<file path="src/rtl/simsamp_pkg.sv">
package simsamp_pkg;
  localparam int NUM_PAIRS = 3;
  localparam int NUM_CH    = 2 * NUM_PAIRS;
  localparam int CH_W      = $clog2(NUM_CH + 1);

  typedef struct packed {
    logic                 capture;
    logic [NUM_PAIRS-1:0] pairs;
    logic [CH_W-1:0]      rdCh;
    logic                 bytePhase;
  } ctrlStrobes_t;
endpackage

</file>
<file path="src/rtl/simsamp_ctrl.sv">
module simsamp_ctrl
  import simsamp_pkg::*;
#(
  parameter int CONV_CYCLES = 20,
  parameter int SYNC_STAGES = 2
) (
  input  logic                 clk,
  input  logic                 rst_n,
  input  logic [NUM_PAIRS-1:0] trigPair,
  input  logic                 selN,
  input  logic                 rdN,
  input  logic                 byteMode,
  output logic                 busy,
  output ctrlStrobes_t         strobes
);
  localparam int CNT_W  = $clog2(CONV_CYCLES) + 1;
  localparam int SYNC_W = NUM_PAIRS + 1;
  localparam logic [CH_W-1:0] EMPTY = CH_W'(NUM_CH);

  logic [SYNC_W-1:0] syncPipe [SYNC_STAGES];
  logic [SYNC_W-1:0] syncPrev;
  logic [SYNC_W-1:0] syncOut;
  logic [NUM_PAIRS-1:0] trigRise;
  logic readEnd;

  // bit NUM_PAIRS carries the combined read-active level
  always_ff @(posedge clk or negedge rst_n) begin
    if (!rst_n) begin
      for (int i = 0; i < SYNC_STAGES; i++) syncPipe[i] <= '0;
      syncPrev <= '0;
    end else begin
      syncPipe[0] <= {~selN & ~rdN, trigPair};
      for (int i = 1; i < SYNC_STAGES; i++) syncPipe[i] <= syncPipe[i-1];
      syncPrev <= syncOut;
    end
  end

  assign syncOut  = syncPipe[SYNC_STAGES-1];
  assign trigRise = syncOut[NUM_PAIRS-1:0] & ~syncPrev[NUM_PAIRS-1:0];
  assign readEnd  = syncPrev[NUM_PAIRS] & ~syncOut[NUM_PAIRS];

  function automatic logic [CH_W-1:0] firstFrom(input logic [NUM_PAIRS-1:0] m,
                                                input logic [CH_W-1:0] fromPair);
    logic [CH_W-1:0] r;
    r = EMPTY;
    for (int p = NUM_PAIRS - 1; p >= 0; p--)
      if (CH_W'(p) >= fromPair && m[p]) r = CH_W'(2 * p);
    return r;
  endfunction

  logic                 busyQ;
  logic [CNT_W-1:0]     cnt;
  logic [NUM_PAIRS-1:0] pendPairs;
  logic [CH_W-1:0]      rdCh;
  logic                 phase;

  always_ff @(posedge clk or negedge rst_n) begin
    if (!rst_n) begin
      busyQ     <= 1'b0;
      cnt       <= '0;
      pendPairs <= '0;
      rdCh      <= EMPTY;
      phase     <= 1'b0;
    end else if (!busyQ && |trigRise) begin
      busyQ     <= 1'b1;
      cnt       <= CNT_W'(CONV_CYCLES - 1);
      pendPairs <= trigRise;
      rdCh      <= EMPTY;
      phase     <= 1'b0;
    end else if (busyQ) begin
      if (cnt == '0) begin
        busyQ <= 1'b0;
        rdCh  <= firstFrom(pendPairs, '0);
        phase <= 1'b0;
      end else begin
        cnt <= cnt - 1'b1;
      end
    end else if (readEnd && rdCh != EMPTY) begin
      if (byteMode && !phase) begin
        phase <= 1'b1;
      end else begin
        phase <= 1'b0;
        if (!rdCh[0]) rdCh <= rdCh + 1'b1;
        else rdCh <= firstFrom(pendPairs, {1'b0, rdCh[CH_W-1:1]} + 1'b1);
      end
    end
  end

  assign busy              = busyQ;
  assign strobes.capture   = busyQ && (cnt == '0);
  assign strobes.pairs     = pendPairs;
  assign strobes.rdCh      = rdCh;
  assign strobes.bytePhase = phase;
endmodule

</file>
<file path="src/rtl/simsamp_datapath.sv">
module simsamp_datapath
  import simsamp_pkg::*;
#(
  parameter int RES_BITS = 14,
  parameter int DATA_W   = 16
) (
  input  logic              clk,
  input  logic              rst_n,
  input  ctrlStrobes_t      strobes,
  input  logic              selN,
  input  logic              rdN,
  input  logic              byteMode,
  input  logic              hiFirst,
  output logic [DATA_W-1:0] busOut,
  output logic              busOe
);
  localparam int HALF = DATA_W / 2;
  localparam logic [DATA_W-1:0] RES_MASK = {DATA_W{1'b1}} >> (DATA_W - RES_BITS);

  logic [3:0]        seqCnt;
  logic [DATA_W-1:0] res [NUM_CH];

  always_ff @(posedge clk or negedge rst_n) begin
    if (!rst_n) seqCnt <= '0;
    else if (strobes.capture) seqCnt <= seqCnt + 1'b1;
  end

  for (genvar g = 0; g < NUM_PAIRS; g++) begin : g_pair
    for (genvar l = 0; l < 2; l++) begin : g_lane
      localparam logic [3:0] TAG = 4'(2 * g + l + 1);
      always_ff @(posedge clk or negedge rst_n) begin
        if (!rst_n) res[2*g+l] <= '0;
        else if (strobes.capture && strobes.pairs[g])
          res[2*g+l] <= DATA_W'({TAG, seqCnt, 8'(8'h30 + 8'(TAG))}) & RES_MASK;
      end
    end
  end

  logic [DATA_W-1:0] word;
  logic [HALF-1:0]   byteVal;
  logic [DATA_W-1:0] shown;

  always_comb begin
    word    = (strobes.rdCh == CH_W'(NUM_CH)) ? '0 : res[strobes.rdCh];
    byteVal = (hiFirst ^ strobes.bytePhase) ? word[DATA_W-1:HALF] : word[HALF-1:0];
    shown   = byteMode ? {byteVal, {HALF{1'b0}}} : word;
  end

  assign busOe  = ~selN & ~rdN;
  assign busOut = busOe ? shown : '0;
endmodule

</file>
<file path="src/rtl/simsamp_adc_if.sv">
module simsamp_adc_if
  import simsamp_pkg::*;
#(
  parameter int CONV_CYCLES = 20,
  parameter int RES_BITS    = 14
) (
  input  logic        clk,
  input  logic        rst_n,
  input  logic [2:0]  trigPair,
  input  logic        selN,
  input  logic        rdN,
  input  logic        byteMode,
  input  logic        hiFirst,
  output logic        busy,
  output logic [15:0] busOut,
  output logic        busOe
);
  ctrlStrobes_t strobes;

  simsamp_ctrl #(.CONV_CYCLES(CONV_CYCLES), .SYNC_STAGES(2)) u_ctrl (
    .clk(clk), .rst_n(rst_n), .trigPair(trigPair), .selN(selN), .rdN(rdN),
    .byteMode(byteMode), .busy(busy), .strobes(strobes)
  );

  simsamp_datapath #(.RES_BITS(RES_BITS), .DATA_W(16)) u_dp (
    .clk(clk), .rst_n(rst_n), .strobes(strobes), .selN(selN), .rdN(rdN),
    .byteMode(byteMode), .hiFirst(hiFirst), .busOut(busOut), .busOe(busOe)
  );
endmodule

</file>
<file path="config.mk">
export PLATFORM = sky130hd
export DESIGN_NAME = simsamp_adc_if
export DESIGN_NICKNAME = d
export VERILOG_FILES = /design/src/rtl/simsamp_pkg.sv /design/src/rtl/simsamp_ctrl.sv /design/src/rtl/simsamp_datapath.sv /design/src/rtl/simsamp_adc_if.sv
export SDC_FILE = /design/constraint.sdc
export NUM_CORES = 1
export LEC_CHECK = 0
export BUFFER_PORTS_ARGS = -buffer_cell sky130_fd_sc_hd__buf_4
export CELL_PAD_IN_SITES_DETAIL_PLACEMENT = 1
export CELL_PAD_IN_SITES_GLOBAL_PLACEMENT = 2
export CORE_UTILIZATION = 30
export CTS_CLUSTER_SIZE = 8
export DETAILED_ROUTE_END_ITERATION = 6
export PLACE_DENSITY = 0.76
export RECOVER_POWER = 100
export SYNTH_ARGS = -nofsm -noshare
export SYNTH_HDL_FRONTEND = slang
export SYNTH_SLANG_ARGS = --single-unit
</file>
<file path="constraint.sdc">
create_clock -name clk -period 2.2 [get_ports clk]
set_input_delay 0.22 -clock clk [delete_from_list [all_inputs] [get_ports clk]]
set_output_delay 0.22 -clock clk [all_outputs]
set_load 0.01 [all_outputs]
</file>
==> results.ini <==
[run_status]
status = finished clean

[synthesis]
synth-xor-area-share = 0.0200
synth_top_family_by_area = simple AND/OR/NAND/NOR gates
async_flop_share = 1.00
synthCells = 190
synthAdderAreaFrac = 0.0172
synth.top_cell.area_share = 0.492
synth_top_cell_by_area = dfrtp_1
synthesis.yosys.warnings = 0
synth-main-ff-cell = dfrtp_1
synth-simple-area-share = 0.164
synth_cell_types = 48
synth_compound_area_frac = 0.102
syn_area_um2 = 2190
ys_ff_latch = 45
seq_area_frac_synth = 0.516
postSynthAreaPerCell_um2 = 11.5
synth_mux_area_frac = 0.129
synth_edf_count = 0
synth_area_leaders = dfrtp_1 (49%), mux2_4 (8.2%), mux2i_1 (4.1%)

[placement]
pre_cts_slack_ns = 0.209
dpl.hpwl_mm = 3.20
place.gp.congestion = 0.711
port_buffers = 21

[timing]
maxSlewViolCount = 0
timing.setup.tns_ns = 0
max_freq_mhz = 487
finalSetupViolCount = 0
finalWorstSetupSlack_ns = 0.147
tightest_slew_ns = 1.12
timing.final.crit_period_ns = 2.05
period_share = 0.933
hold_viol_final = 0
slew_headroom = 0.254
fin_skew_ns = 0.00773
rsz0062_at_grt = no

[final_layout]
n_fill_cell = 809
num_antenna_cells = 0
seq_area_um2 = 1130
multi_input_area_um2 = 918
layout-drive-gt1-share = 0.154
layout.nets = 225
areaGrowthSynthToFinish_pct = 12.9

[route]
drc = 0
routedWlPerCell_um = 14.5
num_vias = 1435
drt_first_pass_iters = 4
viasPerCell = 4.63
ant_nets = 0
drtIter0Drc = 47
wirelength_mm = 4.48

[grt]
grt_pass1_vias = 1503
grt_max_degree = 46
grt_pass1_wl_mm = 7.62
busiest_layer = met1
grtUsageMet3 = 0.0284
antenna_found_initial = 0
met1_usage = 0.191
grt_use_met2 = 0.191
track_usage = 0.132
grt_overflow = 0

[clocking]
root_buffer = clkbuf_8
cts_num_sinks = 45
cts_resized = 0
clkSlewWorstSetupHoldPaths_ns = 0.09
numCtsBuffers = 5
cts_buffer_depth = 2
cts_tree = built
clk_latency_ns = 0.29
htree_levels = 2

[worst_hold_path]
hold_class = input pin to flip-flop

[worst_setup_path]
cp-start-kind = flip-flop
worstPathRequired_ns = 1.98
crit_type = flip-flop to output port
end_kind = output port
worst-path-max-fanout = 10
crit_arrival_ns = 1.83

[floorplan]
core_um2 = 6910
num_io_pins = 27
die_y_um = 87.4
dieArea_um2 = 7630
row_count = 30
floorplan.initialDensity = 0.316
die_w_um = 87.4

[flow_run]
cap_viol_max_count = 0

[power_and_ir_drop]
p_total_mw = 2.67
vdd_drop_max_mv = 0.322
p_leak_nw = 1.15
power.density_nw_per_um2 = 1080

-- state kept, by name (all words and copies together), names as in the netlist --
signal and flops:
u_dp.res 15, u_ctrl.cnt 6, u_ctrl.syncOut 4, u_ctrl.rdCh 3, u_dp.seqCnt 4, u_ctrl.syncPipe 4, u_ctrl.syncPrev 4, u_ctrl.pendPairs 3
u_ctrl.busy 1, u_ctrl.phase 1
-- cell usage in the layout (no fill, tap or decap), types with 2 or more instances in the layout --
cell and instances:
inv_1 7, clkbuf_4 3, conb_1 5, a21oi_1 6, nand4_1 2, nor2b_1 2
nand2_1 13, o21a_1 2, nor3_1 9, nand2_4 3, clkbuf_8 6, buf_4 10
a31oi_1 4, dfrtp_1 43, or2b_1 3, ha_1 3, mux2i_1 9, nor4_1 2
mux2_1 12, o21ai_0 4, nor2_1 9, a211oi_1 6, nand2b_1 5, o22ai_1 2
xnor2_1 4, clkbuf_1 11, a311oi_1 2
-- area by class of cell --
class,count,share of cell area
clock buffer,6,0.0335
clock inverter,2,0.0152
inverter,7,0.0106
multi-input combinational,128,0.372
sequential,45,0.457
tap,96,0.0487
timing repair buffer,26,0.0624
-- per-stage QoR --
| step | cells | hold slack [ns] | util | instance area [µm²] |
|---|---|---|---|---|
| final | 310 | 0.0471 | 0.357 | 2470 |
| after global routing | 310 | 0.0335 | 0.357 | 2470 |
| after CTS | 309 | 0.0124 | 0.369 | 2550 |
| after detailed placement | 299 | 0.256 | 0.349 | 2410 |
| after global placement | 299 | 0.258 | 0.349 | 2410 |
| after floorplan | 194 | -0.0756 | - | 2200 |
-- final timing paths --
check | startpoint | endpoint | slack (ns) | cells after the start
max in group asynchronous | rst_n | u_dp.res[21] | 0.84 | 2
min in group asynchronous | rst_n | u_ctrl.syncPipe[4] | 0.67 | 2
worst min-delay path | trigPair[1] | u_ctrl.syncPipe[5] | 0.05 | 1
worst min register to register | u_ctrl.syncPipe[4] | u_ctrl.syncOut[0] | 0.35 | 0
worst max-delay path | u_ctrl.rdCh[1] | busOut[8] | 0.15 | 5
worst max register to register | u_ctrl.cnt[0] | u_ctrl.rdCh[1] | 0.17 | 6
-- layer usage --
metal	share of wire	vias to the layer above
li1	-	700
met1	0.52	709
met2	0.43	21
met3	0.031	5
met4	0.017	0
met5	0	-
-- critical path, stage by stage, from the launching register on --
cell	delay, ns
dfstp_2	0.62
nand3b_1	0.09
o21a_1	0.16
or3_1	0.35
a21oi_1	0.15
clkbuf_1	0.17
-- synth_stat cells, drive strengths merged, types with 2 or more instances --
cell / n
dfrtp: 43
nand2: 16
mux2: 13
nor2: 10
mux2i: 9
nor3: 9
buf: 7
clkbuf: 7
inv: 7
a211oi: 6
a21oi: 6
nand2b: 5
a31oi: 4
o21ai: 4
or2b: 4
xnor2: 4
ha: 3
o21a: 3
a311oi: 2
and2: 2
dfstp: 2
nand4: 2
nor2b: 2
nor4: 2
o22ai: 2
-- report_power, final --
group,internal [mW],total [mW],leakage (nW),switching [mW]
clock network,0.369,0.647,0.0574,0.278
logic,0.335,0.752,0.525,0.417
registers,1.03,1.27,0.568,0.237
-- cells by family after synthesis --
family / Yosys count
DFF: 45
muxes: 22
xor gates and xnor gates: 5
adders and majority gates: 3
AOI/OAI and AO/OA: 33
other: 1
and+or+nand+nor: 60
buffers and inverters: 21
-- what timing repair did --
item / CTS / global route
endpoints found under the hold margin: 43 / 0
hold buffers: 1 / 0
endpoints found under the setup margin: 1 / 2
setup buffers: 1 / 1
No activity file was read; power rests on OpenSTA's default activity.
